File: config.mk
export PLATFORM = sky130hd
export DESIGN_NAME = ifg_defer_timer
export DESIGN_NICKNAME = d
export VERILOG_FILES = /design/src/rtl/ifg_defer_pkg.sv /design/src/rtl/ifg_start_detect.sv /design/src/rtl/ifg_limit_latch.sv /design/src/rtl/ifg_gap_counter.sv /design/src/rtl/ifg_grant_ctrl.sv /design/src/rtl/ifg_defer_timer.sv
export SDC_FILE = /design/constraint.sdc
export NUM_CORES = 1
export LEC_CHECK = 0
export ABC_AREA = 1
export BUFFER_PORTS_ARGS = -buffer_cell sky130_fd_sc_hd__buf_2
export CORE_MARGIN = 2
export CORE_UTILIZATION = 55
export CTS_BUF_LIST = sky130_fd_sc_hd__clkbuf_4
export DETAILED_ROUTE_END_ITERATION = 12
export PLACE_DENSITY = 0.74
export RECOVER_POWER = 100
export SYNTH_ARGS = -nofsm -noshare
export SYNTH_HDL_FRONTEND = slang
export SYNTH_SLANG_ARGS = --single-unit
File: constraint.sdc
create_clock -name clk -period 13.7 [get_ports clk]
set_input_delay 2.055 -clock clk [delete_from_list [all_inputs] [get_ports clk]]
set_output_delay 2.055 -clock clk [all_outputs]
set_load 0.02 [all_outputs]
File: src/rtl/ifg_defer_pkg.sv
package ifg_defer_pkg;

   typedef enum logic [1:0] {
      GS_READY = 2'd0,
      GS_COUNT = 2'd1,
      GS_HOLD  = 2'd2
   } gap_state_e;

   // boundary between the reload region and the run-through region
   function automatic logic [31:0] early_limit(input logic [31:0] g);
      return (g * 32'd2) / 32'd3;
   endfunction

endpackage

File: src/rtl/ifg_start_detect.sv
module ifg_start_detect (
   input  logic clk,
   input  logic rst,
   input  logic tx_done,
   input  logic mac_idle,
   output logic start_evt
);
   logic idle_q;

   // idle_q resets high so a level already present at reset is not an edge
   always_ff @(posedge clk) begin
      if (rst) idle_q <= 1'b1;
      else     idle_q <= mac_idle;
   end

   assign start_evt = tx_done | (mac_idle & ~idle_q);
endmodule

File: src/rtl/ifg_limit_latch.sv
module ifg_limit_latch #(
   parameter int GAP_W            = 10,
   parameter bit PRECOMPUTE_BOUND = 1'b1
) (
   input  logic             clk,
   input  logic             rst,
   input  logic             load,
   input  logic [GAP_W-1:0] gap_in,
   output logic [GAP_W-1:0] gap_q,
   output logic [GAP_W-1:0] early_q
);
   import ifg_defer_pkg::*;

   localparam int PAD_W = 32 - GAP_W;

   always_ff @(posedge clk) begin
      if (rst)       gap_q <= '0;
      else if (load) gap_q <= gap_in;
   end

   generate
      if (PRECOMPUTE_BOUND) begin : g_reg_bound
         logic [31:0] early_new;
         assign early_new = early_limit({{PAD_W{1'b0}}, gap_in});
         always_ff @(posedge clk) begin
            if (rst)       early_q <= '0;
            else if (load) early_q <= early_new[GAP_W-1:0];
         end
      end else begin : g_comb_bound
         logic [31:0] early_cur;
         assign early_cur = early_limit({{PAD_W{1'b0}}, gap_q});
         assign early_q   = early_cur[GAP_W-1:0];
      end
   endgenerate
endmodule

File: src/rtl/ifg_gap_counter.sv
module ifg_gap_counter #(
   parameter int GAP_W = 10
) (
   input  logic             clk,
   input  logic             rst,
   input  logic             start_evt,
   input  logic             start_zero,
   input  logic             bit_tick,
   input  logic             half_duplex,
   input  logic             crs,
   input  logic [GAP_W-1:0] gap_lim,
   input  logic [GAP_W-1:0] early_lim,
   input  logic             grant_fire,
   output logic [GAP_W-1:0] cnt_q,
   output logic             ready,
   output logic             busy,
   output logic             holding
);
   import ifg_defer_pkg::*;

   gap_state_e       state_q;
   logic [GAP_W:0]   cnt_inc;
   logic             early_hit;

   assign cnt_inc   = {1'b0, cnt_q} + (GAP_W+1)'(1);
   assign early_hit = half_duplex & crs & (cnt_q < early_lim);

   always_ff @(posedge clk) begin
      if (rst) begin
         state_q <= GS_READY;
         cnt_q   <= '0;
      end else if (start_evt) begin
         cnt_q   <= '0;
         state_q <= start_zero ? GS_READY : GS_COUNT;
      end else begin
         unique case (state_q)
            GS_COUNT: begin
               if (early_hit) begin
                  cnt_q <= '0;
               end else if (bit_tick) begin
                  cnt_q <= cnt_inc[GAP_W-1:0];
                  if (cnt_inc >= {1'b0, gap_lim}) state_q <= GS_READY;
               end
            end
            GS_READY: if (grant_fire) state_q <= GS_HOLD;
            GS_HOLD:  state_q <= GS_HOLD;
            default:  state_q <= GS_READY;
         endcase
      end
   end

   assign ready   = (state_q == GS_READY);
   assign busy    = (state_q == GS_COUNT);
   assign holding = (state_q == GS_HOLD);
endmodule

File: src/rtl/ifg_grant_ctrl.sv
module ifg_grant_ctrl (
   input  logic clk,
   input  logic rst,
   input  logic ready,
   input  logic start_evt,
   input  logic frame_pend,
   output logic grant_fire,
   output logic tx_grant
);
   assign grant_fire = ready & frame_pend & ~start_evt;

   always_ff @(posedge clk) begin
      if (rst) tx_grant <= 1'b0;
      else     tx_grant <= grant_fire;
   end
endmodule

File: src/rtl/ifg_defer_timer.sv
module ifg_defer_timer #(
   parameter int GAP_W            = 10,
   parameter bit PRECOMPUTE_BOUND = 1'b1
) (
   input  logic             clk,
   input  logic             rst,
   input  logic             bit_tick,
   input  logic [GAP_W-1:0] gap_len,
   input  logic             half_duplex,
   input  logic             crs,
   input  logic             tx_done,
   input  logic             mac_idle,
   input  logic             frame_pend,
   output logic             tx_grant
);
   generate
      if (GAP_W < 2 || GAP_W > 24) begin : g_bad_gap_w
         $error("ifg_defer_timer: GAP_W must lie in 2..24");
      end
   endgenerate

   logic             start_evt;
   logic             start_zero;
   logic [GAP_W-1:0] gap_q;
   logic [GAP_W-1:0] early_q;
   logic [GAP_W-1:0] cnt_q;
   logic             ready;
   logic             busy;
   logic             holding;
   logic             grant_fire;

   assign start_zero = (gap_len == '0);

   ifg_start_detect u_start (
      .clk       (clk),
      .rst       (rst),
      .tx_done   (tx_done),
      .mac_idle  (mac_idle),
      .start_evt (start_evt)
   );

   ifg_limit_latch #(
      .GAP_W            (GAP_W),
      .PRECOMPUTE_BOUND (PRECOMPUTE_BOUND)
   ) u_limit (
      .clk     (clk),
      .rst     (rst),
      .load    (start_evt),
      .gap_in  (gap_len),
      .gap_q   (gap_q),
      .early_q (early_q)
   );

   ifg_gap_counter #(
      .GAP_W (GAP_W)
   ) u_count (
      .clk         (clk),
      .rst         (rst),
      .start_evt   (start_evt),
      .start_zero  (start_zero),
      .bit_tick    (bit_tick),
      .half_duplex (half_duplex),
      .crs         (crs),
      .gap_lim     (gap_q),
      .early_lim   (early_q),
      .grant_fire  (grant_fire),
      .cnt_q       (cnt_q),
      .ready       (ready),
      .busy        (busy),
      .holding     (holding)
   );

   ifg_grant_ctrl u_grant (
      .clk        (clk),
      .rst        (rst),
      .ready      (ready),
      .start_evt  (start_evt),
      .frame_pend (frame_pend),
      .grant_fire (grant_fire),
      .tx_grant   (tx_grant)
   );
endmodule

== Word-level counts from Yosys, hierarchy flattened ==
Cells that the tools add are included.

* Input bits: 18
* Word-level logic and storage cells: 39
* ROM bits: 0
* Latch bits: 0
* Bits in registers: 34
* RAM bits: 0
* Output and inout port bits: 1
* Memories kept: 0

* Muxes and demuxes: 9
* $lt $le $gt $ge: 2
* Bitwise logic cells: 8
* Divide/modulo/power cells: 1
* Reductions and logical operators: 6
* Add/subtract/negate cells: 1
* Eq/ne operators: 6
* Multipliers: 0
* Shifts and indexed selects: 0

{| class="wikitable"
|+ Operator list
! kind !! count
|-
| divider 11 x 2 -> 32 bit (second input constant) || 1
|-
| two-way mux 10 bit || 2
|-
| adder 10 x 1 -> 11 bit (second input constant) || 1
|-
| >= comparator 11 x 10 -> 1 bit || 1
|-
| zero test 10 bit || 1
|-
| < comparator 10 bit || 1
|-
| two-way mux 2 bit || 5
|-
| inequality test 3 x 2 -> 1 bit (second input constant) || 2
|-
| case mux 2 bit (3 select lines) || 1
|-
| AND 1 bit || 5
|-
| AND reduction 4 bit || 1
|-
| inequality test 3 x 1 -> 1 bit (second input constant) || 1
|-
| inequality test 3 bit (second input constant) || 1
|-
| equality test 2 x 1 -> 1 bit (second input constant) || 1
|-
| equality test 2 bit (second input constant) || 1
|-
| zero test 2 bit || 1
|-
| inverter 1 bit || 2
|-
| AND reduction 2 bit || 1
|-
| nonzero test 2 bit || 1
|-
| OR reduction 2 bit || 1
|-
| two-way mux 1 bit || 1
|-
| bitwise OR 1 bit || 1
|}

== Logic depth before layout (Yosys ltp) ==
* Depth after elaboration: 8
* Depth in mapped cells: 45

== Cells and area by module ==
A second synthesis with hierarchy kept.

* Cells, all modules: 550
* Area total of the unflattened synthesis: 3363.2 µm²

{| class="wikitable"
|+ By module, submodules not included
! module !! area each (µm²) !! cells each !! times used !! sequential area each (µm²)
|-
| ifg_limit_latch || 1941.9 || 324 || 1 || 400.4
|-
| ifg_gap_counter || 1311.3 || 208 || 1 || 240.2
|-
| ifg_start_detect || 41.3 || 6 || 1 || 20.0
|-
| ifg_grant_ctrl || 37.5 || 4 || 1 || 20.0
|-
| ifg_defer_timer || 31.3 || 8 || 1 || 0.0
|}

== Worst setup path after synthesis ==
Ideal clock, no wire load.

* Path kind: input -> register
* Start: input port gap_len[8]
* End: register u_limit.early_q[0]
* Slack: 7.893 ns
* Library setup time: 0.119 ns
* Buffers on the path: 1
* Cell stages on the path: 37
* Data arrival time: 5.687 ns
* Path through: clkbuf_1 ha_1 inv_1 nand2_1 nand2_1 nand3_2 a21oi_4 nand3_2 nand2_2 nand3_2 a31oi_2 nand2_2 nor2_4 nand3_2 nand3_2 nand4_4 nand2_2 nand2_1 inv_2 nand4_4 nand2_1 nand2_1 inv_2 nand2_1 nor2_1 nand3_1 nand2_2 inv_1 ha_1 inv_1 nand4_2 nor2_4 nand3_2 o21ai_1 nand3_1 nor2_1 a21oi_1

* Word-level cells in the longest chain between the ends: 1

{| class="wikitable"
|+ RTL lines
! element !! line !! text
|-
| from (decl) || ifg_defer_timer.sv:8 || <nowiki>input logic [GAP_W-1:0] gap_len,</nowiki>
|-
| divider 11 x 2 -> 32 bit || ifg_defer_pkg.sv:11 || <nowiki>return (g * 32'd2) / 32'd3;</nowiki>
|-
| to (signal assigned) || ifg_limit_latch.sv:27 || <nowiki>else if (load) early_q <= early_new[GAP_W-1:0];</nowiki>
|-
| to (decl) || ifg_limit_latch.sv:10 || <nowiki>output logic [GAP_W-1:0] early_q</nowiki>
|}

Every way passes these cells.
A chain may end at the register's enable or synchronous reset.

== Worst setup path after layout ==
* Start: input port gap_len[9]
* End: register u_limit.early_q[0]

The elaborated chain is that of the path after synthesis.

==> summary.md <==
| Metric | Value |
|---|---|
| Prevailing post-synth register cell | `dfxtp_1` |
| Cell count after synthesis | `395` |
| Detail Placement HPWL | `4590 um` |
| H-Tree Level Count | `2` |
| PwrDens | `97.1 nW/um^2` |
| Post-synthesis cell type count | `41` |
| Synth Net Count | `435` |
| DRC Markers | `0` |
| Initial DRT Pass Iterations | `4` |
| RSZ-0062 raised after global routing | `false` |
| Die Area | `5630 um^2` |
| Initial DRC Count | `110` |
| P_sw | `0.000117 W` |
| Final hold vios | `0` |
| Setup repair bufs after CTS | `0` |
| Std-Cell Rows | `25` |
| Setup_tns | `0 ns` |
| Setup crit start kind | `primary input` |
| Final wirelength | `5760 um` |
| Yosys top cell area share | `0.245` |
| Actual slew at the worst max-slew pin | `~1.4 ns` |
| Clock group share of total power | `0.194` |
| I/O pins | `19` |
| Vias per cell | `5.18` |
| FF+latch area | `681 um^2` |
| Die H | `75 um` |
| Flop pwr share | `0.374` |
| Slew Viols, Final | `0` |
| Top cells by area, synth | `dfxtp_1 25%, ha_1 9.9%, inv_1 9.5%` |
| Total CTS buffers | `5` |
| Static leakage | `1.48 nW` |
| IO buf count | `18` |
| ANT nets after route | `0` |
| Internal power | `between 0.00015 and 0.0002 W` |
| CTS tree | `built` |
| Sw Ratio | `0.411` |
| DIE WIDTH | `75 um` |
| Clock Tree Root | `clkbuf_4` |
| Final Cycle Share | `0.571` |
| Ranking of synthesized cells by instance count | `70 x inv_1, 69 x nand2_1, 34 x dfxtp_1, 28 x nor2_1, 23 x nand3_1` |
| VDD IR max | `0.0553 mV` |
| CP most frequent cell | `nand2_1` |
| Setup violations, final | `0` |
| Placer Congestion | `~0.84` |
| Nets | `~450` |
| Worst slew margin | `0.0899` |
| Gr usage total | `0.227` |
| R2R cell count | `15` |
| Area Growth Syn to Fin | `5.91%` |
| Post-synthesis sequential area ratio | `0.245` |
| Filler cells | `471` |
| Layout cell share with drive strength beyond 1 | `0.174` |
| Final clock skew | `0.00636 ns` |
| Core ar. | `4790 um^2` |
| CTS Sinks | `34` |
| Area leader, netlist | `dfxtp_1` |
| Max Cap Viol | `0` |
| Routed via count | `2491` |
| Crit path largest cell delay | `around 0.9 ns` |
| Initial antenna violation count | `0` |
| First-pass GRT wire length | `between 9000 and 10000 um` |
| Clk_lat worst skew | `around 0.35 ns` |
| CP endpoint kind | `flop` |
| Max Buffers Root-to-Sink | `2` |
| Status | `finished clean` |
| Area occupied by multi-input gates | `between 1500 and 2000 um^2` |
| Worst Path Arrival | `~8.1 ns` |
| Worst endpoint required time | `13.94 ns` |
| Drt wl/cell | `12.0 um` |
| Netlist Area Pre-Place | `2770 um^2` |
| Crit path kind | `in -> reg` |
| Ant diodes | `0` |
| WHS Path Cells | `1` |
| Post-synth EDFFs | `0` |
| Vias in the first global route | `2397` |
| Combinational power share | `0.432` |
| Slowest library cell on the worst path | `nand3_1` |
| Total design power | `around 0.00029 W` |
| Gr ovfl total | `0` |
| CTS Hold Bufs | `0` |
| Worst-path fanout max | `26` |
| Largest net degree at the start of global routing | `30` |
| Clock transition at path regs | `0.10 ns` |
| Ys async rst share | `0` |
| Peak Freq | `about 130 MHz` |
| Ys Warns | `0` |
| Initial Util | `0.579` |
| Seq cells post-synth | `34` |
| Hold Path Class | `reg -> reg` |
| Post-route minimum period | `7.82 ns` |
| Top-count cell post-synth | `inv_1` |
| Post-cts gate resize count | `0` |
| Syn_area_per_cell | `approximately 7.0 um^2` |
routing by layer:
| metal | track usage | share of wire | vias to the layer above |
|---|---|---|---|
| met5 | 0 | 0 | - |
| met4 | 0.0794 | 0.0099 | 0 |
| met3 | 0.0549 | 0.028 | 6 |
| met2 | 0.405 | 0.50 | 34 |
| met1 | 0.264 | 0.46 | 1124 |
| li1 | - | - | 1327 |
layout by cell type, fill, tap and decap left out, types with 2 or more instances in the layout:
cell type,count
a21oi_1,6
a21oi_4,2
a221oi_1,2
a22oi_1,9
buf_2,16
clkbuf_1,2
clkbuf_4,6
clkinv_1,3
clkinv_2,2
dfxtp_1,34
ha_1,22
inv_1,71
inv_2,9
nand2_1,74
nand2_2,11
nand3_1,25
nand3_2,14
nand4_1,7
nand4_4,4
nor2_1,29
nor2_4,3
nor3_1,4
nor4_1,3
o21a_1,5
o21ai_0,17
o21ai_1,5
o22ai_1,9
xnor2_1,2
xor2_1,6
stage by stage:
step                hold slack [ns]  instances  worst slack, ns  area (um^2)  utilization
global route                  0.463        481             5.04         2940        0.614
floorplan                     0.397        395             7.89         2770            -
finish                        0.424        481             5.88         2940        0.614
CTS                           0.423        481             7.00         2970        0.620
global placement              0.412        473             6.78         2920        0.609
detailed placement            0.406        473             6.64         2920        0.609
worst max-delay path, delay by kind of cell:
| family | cells | cell delay (ns) |
|---|---|---|
| AND/OR/NAND/NOR | 30 | 4.75 |
| buffers and inverters | 8 | 0.77 |
| adder cells (fa/ha/maj) | 2 | 0.38 |
| AO/OA/AOI/OAI | 1 | 0.08 |
power groups by stage:
stage	Sequential, W	Combinational [W]	Clock [W]
floorplan	0.000109	0.000104	0
global placement	0.000109	0.000124	0
detailed placement	0.000109	0.000126	0
CTS	0.000107	0.000127	0.0000573
global route	0.000107	0.000141	0.0000617
finish	0.000107	0.000123	0.0000552
state kept, by name (all words and copies together) (netlist names):
register,flops
u_count.cnt_q,10
u_count.state_q,2
u_grant.tx_grant,1
u_limit.early_q,10
u_limit.gap_q,10
u_start.idle_q,1
cells by family (layout without fill, tap and decap cells):
kind of cell | after synthesis | in the layout | share of synthesized area
adder cells (fa/ha/maj) | 22 | 22 | 0.0993
flip-flops | 34 | 34 | 0.245
buffers and inverters | 90 | 109 | 0.124
AND/OR/NAND/NOR | 178 | 178 | 0.355
AO/OA/AOI/OAI | 63 | 63 | 0.151
XOR/XNOR | 8 | 8 | 0.0253
worst paths after layout:
kind | slack (ns) | start | endpoint
worst max register to register | 10.34 | u_count.cnt_q[1] | u_count.cnt_q[8]
worst max-delay path | 5.88 | gap_len[9] | u_limit.early_q[0]
worst min register to register | 0.42 | u_count.state_q[0] | u_grant.tx_grant
worst min-delay path | 0.42 | u_count.state_q[0] | u_grant.tx_grant
cell type report:
cell class / instances / share of cell area
clock inverters: 2 / 0.00298
multi-input cells: 271 / 0.585
clock buffers: 6 / 0.0153
flip-flops and latches: 34 / 0.232
inverters: 83 / 0.107
repair buffers: 18 / 0.0298
well taps: 67 / 0.0285
(Power assumes the default switching activity.)
